File: config.mk
export PLATFORM = sky130hd
export DESIGN_NAME = phase_nco_core
export DESIGN_NICKNAME = d
export VERILOG_FILES = /design/src/rtl/nco_pkg.sv /design/src/rtl/nco_pin_sampler.sv /design/src/rtl/nco_reg_select.sv /design/src/rtl/nco_phase_acc.sv /design/src/rtl/nco_phase_offset.sv /design/src/rtl/phase_nco_core.sv
export SDC_FILE = /design/constraint.sdc
export NUM_CORES = 1
export LEC_CHECK = 0
export BUFFER_PORTS_ARGS = -buffer_cell sky130_fd_sc_hd__clkbuf_2
export CAP_MARGIN = 20
export CELL_PAD_IN_SITES_DETAIL_PLACEMENT = 1
export CELL_PAD_IN_SITES_GLOBAL_PLACEMENT = 1
export CORE_UTILIZATION = 27
export CTS_CLUSTER_SIZE = 25
export DETAILED_ROUTE_END_ITERATION = 16
export GPL_TIMING_DRIVEN = 0
export PLACE_DENSITY_LB_ADDON = 0.1
export SETUP_SLACK_MARGIN = 0.15
export SLEW_MARGIN = 20
export SYNTH_ARGS = -nofsm -noshare
export SYNTH_HDL_FRONTEND = slang
export SYNTH_SLANG_ARGS = --single-unit
File: constraint.sdc
create_clock -name clk -period 6.3 [get_ports clk]
set_input_delay 0.945 -clock clk [delete_from_list [all_inputs] [get_ports clk]]
set_output_delay 0.945 -clock clk [all_outputs]
set_load 0.005 [all_outputs]
File: src/rtl/nco_pkg.sv
package nco_pkg;
  localparam int unsigned NCO_ACC_W = 28;
  localparam int unsigned NCO_OUT_W = 12;

  typedef enum logic {
    SRC_CTRL = 1'b0,
    SRC_PIN  = 1'b1
  } sel_src_e;
endpackage

File: src/rtl/nco_pin_sampler.sv
module nco_pin_sampler #(
  parameter int unsigned N = 2
) (
  input  logic         clk,
  input  logic         rst_n,
  input  logic [N-1:0] pin_i,
  output logic [N-1:0] pin_o
);
  logic [N-1:0] fall_q;
  logic [N-1:0] rise_q;

  // first capture on the falling edge
  always_ff @(negedge clk or negedge rst_n) begin
    if (!rst_n) fall_q <= '0;
    else        fall_q <= pin_i;
  end

  // second capture moves the value into the rising-edge domain
  always_ff @(posedge clk or negedge rst_n) begin
    if (!rst_n) rise_q <= '0;
    else        rise_q <= fall_q;
  end

  assign pin_o = rise_q;
endmodule

File: src/rtl/nco_reg_select.sv
module nco_reg_select
  import nco_pkg::*;
#(
  parameter int unsigned W = 28
) (
  input  sel_src_e       src_i,
  input  logic           pin_sel_i,
  input  logic           bit_sel_i,
  input  logic [W-1:0]   reg0_i,
  input  logic [W-1:0]   reg1_i,
  output logic [W-1:0]   val_o
);
  logic sel;

  always_comb begin
    sel   = (src_i == SRC_PIN) ? pin_sel_i : bit_sel_i;
    val_o = sel ? reg1_i : reg0_i;
  end
endmodule

File: src/rtl/nco_phase_acc.sv
module nco_phase_acc #(
  parameter int unsigned ACC_W = 28
) (
  input  logic             clk,
  input  logic             rst_n,
  input  logic             clr_i,
  input  logic [ACC_W-1:0] inc_i,
  output logic [ACC_W-1:0] acc_o
);
  logic [ACC_W-1:0] acc_q;
  logic [ACC_W-1:0] acc_d;
  logic             acc_en;

  // next state: a zero increment needs no update
  always_comb begin
    acc_en = clr_i || (inc_i != '0);
    acc_d  = clr_i ? '0 : acc_q + inc_i;
  end

  always_ff @(posedge clk or negedge rst_n) begin
    if (!rst_n)      acc_q <= '0;
    else if (acc_en) acc_q <= acc_d;
  end

  assign acc_o = acc_q;
endmodule

File: src/rtl/nco_phase_offset.sv
module nco_phase_offset #(
  parameter int unsigned ACC_W = 28,
  parameter int unsigned OUT_W = 12
) (
  input  logic             clk,
  input  logic             rst_n,
  input  logic [ACC_W-1:0] acc_i,
  input  logic [OUT_W-1:0] off_i,
  output logic [OUT_W-1:0] phase_o
);
  localparam int unsigned TOP_LSB = ACC_W - OUT_W;

  logic [OUT_W-1:0] phase_q;
  logic [OUT_W-1:0] phase_d;

  always_comb begin
    phase_d = acc_i[ACC_W-1:TOP_LSB] + off_i;
  end

  always_ff @(posedge clk or negedge rst_n) begin
    if (!rst_n) phase_q <= '0;
    else        phase_q <= phase_d;
  end

  assign phase_o = phase_q;
endmodule

File: src/rtl/phase_nco_core.sv
module phase_nco_core
  import nco_pkg::*;
#(
  parameter int unsigned ACC_W = NCO_ACC_W,
  parameter int unsigned OUT_W = NCO_OUT_W
) (
  input  logic             clk,
  input  logic             rst_n,
  input  logic [ACC_W-1:0] freq0_i,
  input  logic [ACC_W-1:0] freq1_i,
  input  logic [OUT_W-1:0] phase0_i,
  input  logic [OUT_W-1:0] phase1_i,
  input  logic             fsel_pin_i,
  input  logic             psel_pin_i,
  input  logic             pin_mode_i,
  input  logic             fsel_bit_i,
  input  logic             psel_bit_i,
  input  logic             acc_clr_i,
  output logic [OUT_W-1:0] phase_o
);
  localparam int unsigned N_PINS = 2;

  logic [N_PINS-1:0] pins_raw;
  logic [N_PINS-1:0] pins_sync;
  sel_src_e          src;
  logic [ACC_W-1:0]  freq_sel;
  logic [OUT_W-1:0]  poff_sel;
  logic [ACC_W-1:0]  acc_q;

  assign pins_raw = {psel_pin_i, fsel_pin_i};
  assign src      = pin_mode_i ? SRC_PIN : SRC_CTRL;

  nco_pin_sampler #(.N(N_PINS)) u_pins (
    .clk   (clk),
    .rst_n (rst_n),
    .pin_i (pins_raw),
    .pin_o (pins_sync)
  );

  nco_reg_select #(.W(ACC_W)) u_fsel (
    .src_i     (src),
    .pin_sel_i (pins_sync[0]),
    .bit_sel_i (fsel_bit_i),
    .reg0_i    (freq0_i),
    .reg1_i    (freq1_i),
    .val_o     (freq_sel)
  );

  nco_reg_select #(.W(OUT_W)) u_psel (
    .src_i     (src),
    .pin_sel_i (pins_sync[1]),
    .bit_sel_i (psel_bit_i),
    .reg0_i    (phase0_i),
    .reg1_i    (phase1_i),
    .val_o     (poff_sel)
  );

  nco_phase_acc #(.ACC_W(ACC_W)) u_acc (
    .clk   (clk),
    .rst_n (rst_n),
    .clr_i (acc_clr_i),
    .inc_i (freq_sel),
    .acc_o (acc_q)
  );

  nco_phase_offset #(.ACC_W(ACC_W), .OUT_W(OUT_W)) u_off (
    .clk     (clk),
    .rst_n   (rst_n),
    .acc_i   (acc_q),
    .off_i   (poff_sel),
    .phase_o (phase_o)
  );
endmodule

==> flow_summary_export.csv, run 1 <==
group,metric,value,unit
hold_path,hold_path.class,"flop to flop",
logic_synthesis,synth-seq-cells,44,
final_layout,fin_util,33.8,%
critical_path,endpoint_kind,"flop",
logic_synthesis,yosysTopAreaCellShare,26.2,%
placed_design,dp_hpwl,11000,microns
clocking,clk_latency,0.31,ns
detailed_routing,vias_per_cell,5.19,
grt,antenna_found_initial,0,
placed_design,globalplace.congestion,0.889,
power,power.density,380,nW/um^2
detailed_routing,drtIter0Drc,101,
critical_path,critPathSlowestCell,"mux2i_1",
placed_design,placement.io_buffers,99,
detailed_routing,first_pass_iters,4,
logic_synthesis,synth-main-ff-cell,"dfrtp_1",
floorplan,start_util,27.7,%
clocking,cts_setup_buffers,0,
critical_path,r2r_setup_slack,0.90,ns
sta,slew_headroom,27.9,%
logic_synthesis,yosys.area.top_type,"dfrtp_1",
logic_synthesis,ys_top_cells_by_area,"dfrtp_1 26%, ha_1 13%, mux2_2 11%",
critical_path,cp_top_family,"compound AO/OA/AOI/OAI gates",
final_layout,layout_common_cells,"98 x clkbuf_2, 42 x dfrtp_1, 41 x ha_1",
grt,grt_pass1_vias,4135,
final_layout,antenna_cells,0,
clocking,clkTransAtPathRegs,0.07,ns
grt,overflow,0,
critical_path,worstPathMaxFanout,10,
detailed_routing,drtAntennaViolNets,0,
sta,period_share,92.9,%
sta,fmax,0.171,GHz
floorplan,dieArea,15300,sq um
logic_synthesis,syn_area,4010,sq um
logic_synthesis,ys_types,54,
sta,clock_skew,0.0189,ns
final_layout,synthToLayoutAreaGrowth,22.3,%
critical_path,critical_path_class,"primary input to flop",
job,maxCapViolCount,0,
detailed_routing,via_count,3803,
clocking,cts_htree_levels,2,
sta,min_period,5.85,ns
grt,grt_max_degree,45,
logic_synthesis,ys_seq_area_share,27.5,%
final_layout,drive_above_1_share,27.7,%
run_status,status,"finished clean",
detailed_routing,routed_wl,13500,microns
grt,gr-usage-all-layers,18.8,%
logic_synthesis,yosys_warnings,0,
critical_path,cp.required,6.49,ns
critical_path,start_kind,"primary input",
sta,finalSetupViolations,0,
floorplan,placeableCoreArea,14500,sq um
clocking,clk_path_buf_depth,2,
critical_path,path_buf_inv,4,
sta,hold_violations,0,
clocking,clockRootBuffer,"clkbuf_16",
detailed_routing,drcViolationCount,0,
floorplan,dieHeight,124,microns
critical_path,cp_common_cell,"a21oi_1",
floorplan,num_rows,44,
logic_synthesis,avgSynthCellArea,9.06,sq um
logic_synthesis,syn_inst,442,
logic_synthesis,synth_async_sr_flop_share,100,%
logic_synthesis,synth_edf_count,0,
critical_path,max_stage_delay,0.83,ns
power,vdd_ir_drop_max,0.114,mV
power,cellLeakagePower,2.34,nW
detailed_routing,wire_per_inst,18.5,microns
final_layout,final_common_cell,"clkbuf_2",
final_layout,nets,679,
sta,tightest_slew,1.08,ns
clocking,cts_resized,0,
sta,drv_slew,0,
grt,grt_pass1_wl,21200,microns
clocking,numCtsBuffers,5,
critical_path,path_cells,"clkbuf_2, mux2i_1, buf_2, buf_1, mux2_2, ha_1, inv_1, fa_1, nand2b_1, a21oi_1, o2111ai_1, a21oi_1, o21ai_1, a21oi_1, a31oi_1, xor2_1, o31ai_1",
clocking,cts_tree,"done",
clocking,numClockSinks,44,
critical_path,arrival,6.05,ns
clocking,cts_hold_buf,0,
sta,rsz0062_at_grt,"no",
floorplan,io_pins,100,
logic_synthesis,syn_nets,573,
floorplan,die_width,124,microns
sta,holdWs,0.486,ns
## flip-flops by register name, summed over array words and instances, names as in the netlist
register       count
u_acc.acc_o       28
u_pins.pin_o       2
u_pins.fall_q      2
u_off.phase_o     12
## report_power, final
part / switching, W / internal, W
registers: 0.0000678 / 0.000395
clock network: 0.000123 / 0.000187
logic: 0.000600 / 0.000490
## path summary, 6_finish.rpt
kind / end / start / cells past startpoint
max in group asynchronous: u_pins.fall_q[0]$_DFF_NN0_ / rst_n / 1
worst min-delay path: u_acc.acc_o[10]$_DFFE_PN0P_ / u_acc.acc_o[10]$_DFFE_PN0P_ / 2
min in group asynchronous: u_acc.acc_o[25]$_DFFE_PN0P_ / rst_n / 1
worst max-delay path: u_acc.acc_o[24]$_DFFE_PN0P_ / pin_mode_i / 17
worst min register to register: u_acc.acc_o[10]$_DFFE_PN0P_ / u_acc.acc_o[10]$_DFFE_PN0P_ / 2
worst max register to register: u_acc.acc_o[24]$_DFFE_PN0P_ / u_pins.pin_o[0]$_DFF_PN0_ / 16
## worst min-delay path, stage by stage, from the launching register on
cell,delay (ns)
dfrtp_1,0.35
nand2_1,0.05
o31ai_1,0.05
## cell families after synthesis
logic type | after synthesis | synth area share [%]
AOI/OAI and AO/OA | 126 | 21.4
and+or+nand+nor | 125 | 15.5
DFF | 44 | 27.5
muxes | 44 | 12.2
xor gates and xnor gates | 31 | 6.78
adders and majority gates | 43 | 13.8
buffers and inverters | 29 | 2.81
## cell type report
cell class              count  area [sq um]
repair buffers             99           498
clock buffers               6           129
flip-flops and latches     44          1100
well taps                 184           230
plain buffers              16          63.8
fillers                  1722          9580
multi-input cells         369          2790
clock inverters             2          35.0
inverters                  13          48.8
## synthesized netlist by cell type (3+ instances only)
master / instances
and3_1: 4
and2_1: 3
mux2_2: 38
o21ai_0: 6
buf_2: 3
o21ai_1: 12
a22o_1: 9
a21oi_1: 32
o31ai_1: 15
inv_1: 12
a21o_1: 15
nand2_1: 39
xor2_1: 17
nor2_1: 23
o211ai_1: 3
xnor2_1: 14
buf_1: 4
nand3_1: 8
nand2b_1: 9
a211oi_1: 3
o41ai_1: 4
ha_1: 41
clkbuf_1: 9
nor2b_1: 5
nor3_1: 8
dfrtp_1: 42
nor4_1: 12
nand4_1: 4
a31oi_1: 5
mux2i_1: 5
## per-stage QoR
| step | setup TNS, ns | total power (W) | worst slack [ns] | cells | instance area [sq um] |
|---|---|---|---|---|---|
| CTS | 0 | 0.00189 | 0.311 | 733 | 4900 |
| floorplan | 0 | 0.00126 | 1.89 | 442 | 4010 |
| global placement | 0 | 0.00153 | 0.0281 | 725 | 4730 |
| detailed placement | -0.00300 | 0.00156 | -0.00300 | 725 | 4730 |
| finish | 0 | 0.00186 | 0.447 | 733 | 4900 |
| global route | 0 | 0.00203 | 0.183 | 733 | 4900 |
## routing by layer
layer / up-vias / global-route usage [%] / share of wire [%]
met5: - / 0 / 0
met4: 0 / 6.48 / 2.3
met3: 18 / 3.16 / 4.0
met2: 89 / 34.6 / 51
met1: 1827 / 21.7 / 43
li1: 1869 / - / -
No activity file was read; power rests on OpenSTA's default activity.
==> run 2, diff against run 1 <==
--- a/config.mk
+++ b/config.mk
@@ -13,7 +13,7 @@
 export CTS_CLUSTER_SIZE = 25
 export DETAILED_ROUTE_END_ITERATION = 16
 export GPL_TIMING_DRIVEN = 0
-export PLACE_DENSITY_LB_ADDON = 0.1
+export PLACE_DENSITY = 0.62
 export SETUP_SLACK_MARGIN = 0.15
 export SLEW_MARGIN = 20
 export SYNTH_ARGS = -nofsm -noshare
==> run 2 against run 1 <==
Compared with the run above: clock-buffer cell count unchanged; non-clock buffer count unchanged; final area increased by 0.59%; first-iteration DRC count increased by 45%; worst setup slack improved by 0.30 ns; highest routed layer unchanged; critical path depth unchanged; fmax increased by 5.5%; flip-flop and latch count unchanged; sequential power about the same; largest power group unchanged; critical path type unchanged; combinational power about the same.
==> flow_summary_export.csv, run 2 (synthesis results as in run 1) <==
group,metric,value,unit
detailed_routing,vias_per_cell,5.21,
critical_path,critical_path_class,"primary input to flop",
sta,rsz0062_at_grt,"no",
detailed_routing,drtIter0Drc,146,
critical_path,cp_common_cell,"a21oi_1",
grt,gr-usage-all-layers,18.2,%
final_layout,final_common_cell,"clkbuf_2",
floorplan,io_pins,100,
floorplan,die_width,124,microns
critical_path,critPathSlowestCell,"mux2i_2",
clocking,clk_path_buf_depth,2,
grt,grt_max_degree,45,
sta,tightest_slew,0.956,ns
final_layout,nets,679,
critical_path,cp_top_family,"compound AO/OA/AOI/OAI gates",
critical_path,endpoint_kind,"flop",
placed_design,globalplace.congestion,0.833,
critical_path,cp.required,6.50,ns
final_layout,antenna_cells,0,
detailed_routing,wire_per_inst,18.1,microns
grt,grt_pass1_wl,20900,microns
sta,finalSetupTns,0,ns
sta,holdWs,0.484,ns
power,power.density,387,nW/um^2
final_layout,layout_common_cells,"98 x clkbuf_2, 42 x dfrtp_1, 41 x ha_1",
critical_path,critPathLaunch,"pin_mode_i",
sta,slew_headroom,36.0,%
floorplan,placeableCoreArea,14500,sq um
hold_path,min-delay-start,"u_acc.acc_o[8]$_DFFE_PN0P_",
detailed_routing,first_pass_iters,4,
run_status,status,"finished clean",
critical_path,path_cells,"clkbuf_2, mux2i_2, buf_2, buf_1, mux2_2, ha_1, inv_1, fa_1, nand2b_1, a21oi_1, o2111ai_1, a21oi_1, o21ai_1, a21oi_1, a31oi_1, xor2_1, o31ai_1",
critical_path,start_kind,"primary input",
floorplan,dieHeight,124,microns
placed_design,dp_hpwl,10800,microns
clocking,numClockSinks,44,
floorplan,start_util,27.7,%
clocking,cts_tree,"done",
sta,finalSetupViolations,0,
detailed_routing,drtAntennaViolNets,0,
critical_path,worstPathMaxFanout,10,
critical_path,r2r-start,"u_pins.pin_o[0]$_DFF_PN0_",
final_layout,synthToLayoutAreaGrowth,23.0,%
final_layout,largest_register_ffs,28,
sta,fmax,0.180,GHz
final_layout,drive_above_1_share,27.9,%
power,vdd_ir_drop_max,0.118,mV
detailed_routing,via_count,3822,
sta,period_share,88.1,%
floorplan,dieArea,15300,sq um
grt,overflow,0,
clocking,clkTransAtPathRegs,0.07,ns
sta,min_period,5.55,ns
power,cellLeakagePower,2.35,nW
sta,drv_slew,0,
floorplan,num_rows,44,
job,maxCapViolCount,0,
detailed_routing,drcViolationCount,0,
critical_path,arrival,5.75,ns
sta,hold_violations,0,
detailed_routing,routed_wl,13200,microns
critical_path,max_stage_delay,0.65,ns
hold_path,hold_path.class,"flop to flop",
clocking,cts_setup_buffers,0,
grt,grt_pass1_vias,4085,
clocking,cts_hold_buf,0,
clocking,cts_htree_levels,2,
clocking,clockRootBuffer,"clkbuf_16",
clocking,numCtsBuffers,5,
final_layout,num-fill-cells,1742,
clocking,clk_latency,0.31,ns
sta,clock_skew,0.0195,ns
grt,antenna_found_initial,0,
placed_design,placement.io_buffers,99,
critical_path,path_buf_inv,4,
## run 2: changes by cell type in the layout (fill, tap and decap cells not counted)
cell	before	now
mux2i_1	5	4
clkinv_2	1	0
bufinv_16	1	2
mux2i_2	0	1
## run 2: final timing paths
kind,end,slack [ns],cells after the start
min in group asynchronous,u_off.phase_o[11]$_DFF_PN0_,0.70,1
min reg2reg,u_acc.acc_o[8]$_DFFE_PN0P_,0.48,2
max,u_acc.acc_o[24]$_DFFE_PN0P_,0.75,17
min,u_acc.acc_o[8]$_DFFE_PN0P_,0.48,2
max in group asynchronous,u_pins.fall_q[1]$_DFF_NN0_,2.13,1
max reg2reg,u_acc.acc_o[24]$_DFFE_PN0P_,1.21,16
## run 2: worst min-delay path, stage by stage (launching register included)
cell,delay [ns]
dfrtp_1,0.35
nand2_1,0.05
o31ai_1,0.05
## run 2: cell type report
class | instances | area [sq um] | share of cell area (%)
Sequential cell | 44 | 1100 | 22.3
Buffer | 16 | 63.8 | 1.30
Inverter | 13 | 48.8 | 0.990
Clock buffer | 6 | 129 | 2.62
Multi-Input combinational cell | 369 | 2800 | 56.8
Clock inverter | 2 | 60.1 | 1.22
Tap cell | 184 | 230 | 4.67
Timing Repair Buffer | 99 | 498 | 10.1
## run 2: power by group
group          switching, W  internal [W]  leakage (nW)
registers         0.0000697      0.000395         0.546
logic              0.000598      0.000489          1.71
clock network      0.000125      0.000228        0.0911
total              0.000794       0.00111          2.35
## run 2: timing repair
action	in CTS	in global routing
gates resized for setup	0	1
hold endpoints to repair	0	0
setup endpoints to repair	0	1
## run 2: metal layers
layer  share of wire (%)  GRT usage [%]  wire, microns  vias up
li1                    -              -              -     1869
met1                  46           22.8           6050     1845
met2                  49           32.4           6490       92
met3                 3.8           2.79            509       16
met4                 1.4           4.14            183        0
met5                   0              0              0        -
## run 2: per-stage QoR
stage | setup slack (ns) | std cells | utilization, % | area [sq um] | power (W)
3_5_place_dp | 0.191 | 725 | 32.7 | 4730 | 0.00156
2_1_floorplan | 1.89 | 442 | - | 4010 | 0.00126
4_1_cts | 0.491 | 733 | 34.0 | 4920 | 0.00192
5_1_grt | 0.443 | 733 | 34.0 | 4930 | 0.00208
3_3_place_gp | 0.158 | 725 | 32.7 | 4730 | 0.00152
6_report | 0.751 | 733 | 34.0 | 4930 | 0.00191
==> run 3, diff against run 2 <==
==> constraint.sdc (replaced) <==
create_clock -name clk -period 6.7 [get_ports clk]
set_input_delay 1.005 -clock clk [delete_from_list [all_inputs] [get_ports clk]]
set_output_delay 1.005 -clock clk [all_outputs]
set_load 0.005 [all_outputs]
==> run 3 against run 2 <==
Compared with the run above: core utilization is essentially flat; die area unchanged; total power down 6.1%; critical endpoint unchanged; largest power group unchanged.
==> flow_summary_export.csv, run 3 (synthesis results as in run 1) <==
group,metric,value,unit
run_status,status,"finished clean",
sta,rsz0062_at_grt,"no",
sta,hold_violations,0,
detailed_routing,drtAntennaViolNets,0,
clocking,cts_resized,0,
floorplan,start_util,27.7,%
critical_path,critical_path_class,"primary input to flop",
critical_path,cp.required,6.90,ns
grt,gr-usage-all-layers,18.2,%
detailed_routing,wire_per_inst,18.0,microns
critical_path,crit_end,"u_acc.acc_o[24]$_DFFE_PN0P_",
final_layout,synthToLayoutAreaGrowth,22.9,%
placed_design,globalplace.congestion,0.833,
clocking,clk_path_buf_depth,2,
placed_design,place_ws,0.531,ns
critical_path,start_kind,"primary input",
clocking,cts_tree,"done",
floorplan,die_width,124,microns
critical_path,arrival,6.10,ns
sta,slew_headroom,22.9,%
critical_path,r2r_setup_slack,1.32,ns
sta,finalSetupViolations,0,
clocking,cts_htree_levels,2,
critical_path,critPathLaunch,"pin_mode_i",
clocking,numClockSinks,44,
final_layout,drive_above_1_share,27.7,%
hold_path,hold_path.class,"flop to flop",
final_layout,antenna_cells,0,
sta,period_share,88.0,%
sta,min_period,5.90,ns
sta,tightest_slew,1.12,ns
critical_path,worstPathMaxFanout,10,
placed_design,dp_hpwl,10800,microns
floorplan,io_pins,100,
detailed_routing,drcViolationCount,0,
grt,overflow,0,
power,cellLeakagePower,2.35,nW
floorplan,dieArea,15300,sq um
job,maxCapViolCount,0,
sta,fmax,0.170,GHz
clocking,numCtsBuffers,5,
clocking,clockRootBuffer,"clkbuf_16",
critical_path,endpoint_kind,"flop",
hold_path,min-delay-start,"u_acc.acc_o[8]$_DFFE_PN0P_",
grt,grt_pass1_wl,20900,microns
detailed_routing,via_count,3826,
grt,grt_max_degree,45,
placed_design,placement.io_buffers,99,
detailed_routing,drtIter0Drc,145,
final_layout,num-fill-cells,1741,
critical_path,r2r-end,"u_acc.acc_o[24]$_DFFE_PN0P_",
power,total_power,0.00179,W
critical_path,r2r-start,"u_pins.pin_o[0]$_DFF_PN0_",
placed_design,placed_area,4730,sq um
final_layout,largest_register_ffs,28,
detailed_routing,first_pass_iters,4,
sta,drv_slew,0,
clocking,cts_hold_buf,0,
floorplan,dieHeight,124,microns
clocking,clk_latency,0.31,ns
clocking,cts_setup_buffers,0,
final_layout,nets,679,
grt,grt_pass1_vias,4085,
power,vdd_ir_drop_max,0.110,mV
sta,finalSetupTns,0,ns
power,power.density,363,nW/um^2
final_layout,final_common_cell,"clkbuf_2",
detailed_routing,vias_per_cell,5.22,
clocking,clkTransAtPathRegs,0.07,ns
critical_path,ff2ff_path_depth,16,
floorplan,num_rows,44,
sta,holdWs,0.484,ns
grt,antenna_found_initial,0,
final_layout,design_area,4920,sq um
sta,clock_skew,0.0199,ns
sta,fin_ws,0.802,ns
detailed_routing,routed_wl,13200,microns
final_layout,layout_common_cells,"98 x clkbuf_2, 42 x dfrtp_1, 41 x ha_1",
floorplan,placeableCoreArea,14500,sq um
-- run 3: cell counts in the layout (fill, tap and decap cells not counted) --
Identical to the previous run, type by type.
-- run 3: through the flow --
step / utilization (%) / instances
after floorplan: - / 442
after CTS: 34.0 / 733
after global routing: 34.0 / 733
final: 34.0 / 733
after detailed placement: 32.7 / 725
after global placement: 32.7 / 725
-- run 3: area by class of cell --
cell class                      instances  area (sq um)  share of cell area (%)
Buffer                                 16          63.8                    1.30
Clock buffer                            6           129                    2.62
Clock inverter                          2          60.1                    1.22
Inverter                               13          48.8                   0.991
Multi-Input combinational cell        369          2790                    56.7
Sequential cell                        44          1100                    22.4
Tap cell                              184           230                    4.68
Timing Repair Buffer                   99           498                    10.1
-- run 3: worst min-delay path by stage --
stage | endpoint | depth (start not counted) | slack, ns
floorplan | u_acc.acc_o[3]$_DFFE_PN0P_ | 2 | 0.45
detailed placement | u_acc.acc_o[8]$_DFFE_PN0P_ | 2 | 0.47
global route | u_acc.acc_o[8]$_DFFE_PN0P_ | 2 | 0.52
finish | u_acc.acc_o[8]$_DFFE_PN0P_ | 2 | 0.48
global placement | u_acc.acc_o[6]$_DFFE_PN0P_ | 2 | 0.47
CTS | u_acc.acc_o[8]$_DFFE_PN0P_ | 2 | 0.49
-- run 3: per-layer routing --
layer	track usage (%)	part of all wire, %	wire (microns)
met4	4.14	1.4	188
met1	22.8	46	6020
met2	32.4	49	6460
met3	2.79	4.1	546
met5	0	0	0
-- run 3: critical path, stage by stage --
cell,delay [ns]
clkbuf_2,0.11
mux2i_1,0.92
buf_2,0.44
buf_1,0.62
mux2_2,0.30
ha_1,0.20
inv_1,0.07
fa_1,0.41
nand2b_1,0.18
a21oi_1,0.23
o2111ai_1,0.22
a21oi_1,0.33
o21ai_1,0.14
a21oi_1,0.36
a31oi_1,0.19
xor2_1,0.17
o31ai_1,0.19
-- run 3: power by group --
group          leakage, nW  switching, W  internal (W)
clock               0.0911      0.000117      0.000214
sequential           0.546     0.0000652      0.000371
combinational         1.71      0.000563      0.000460
total                 2.35      0.000744       0.00105
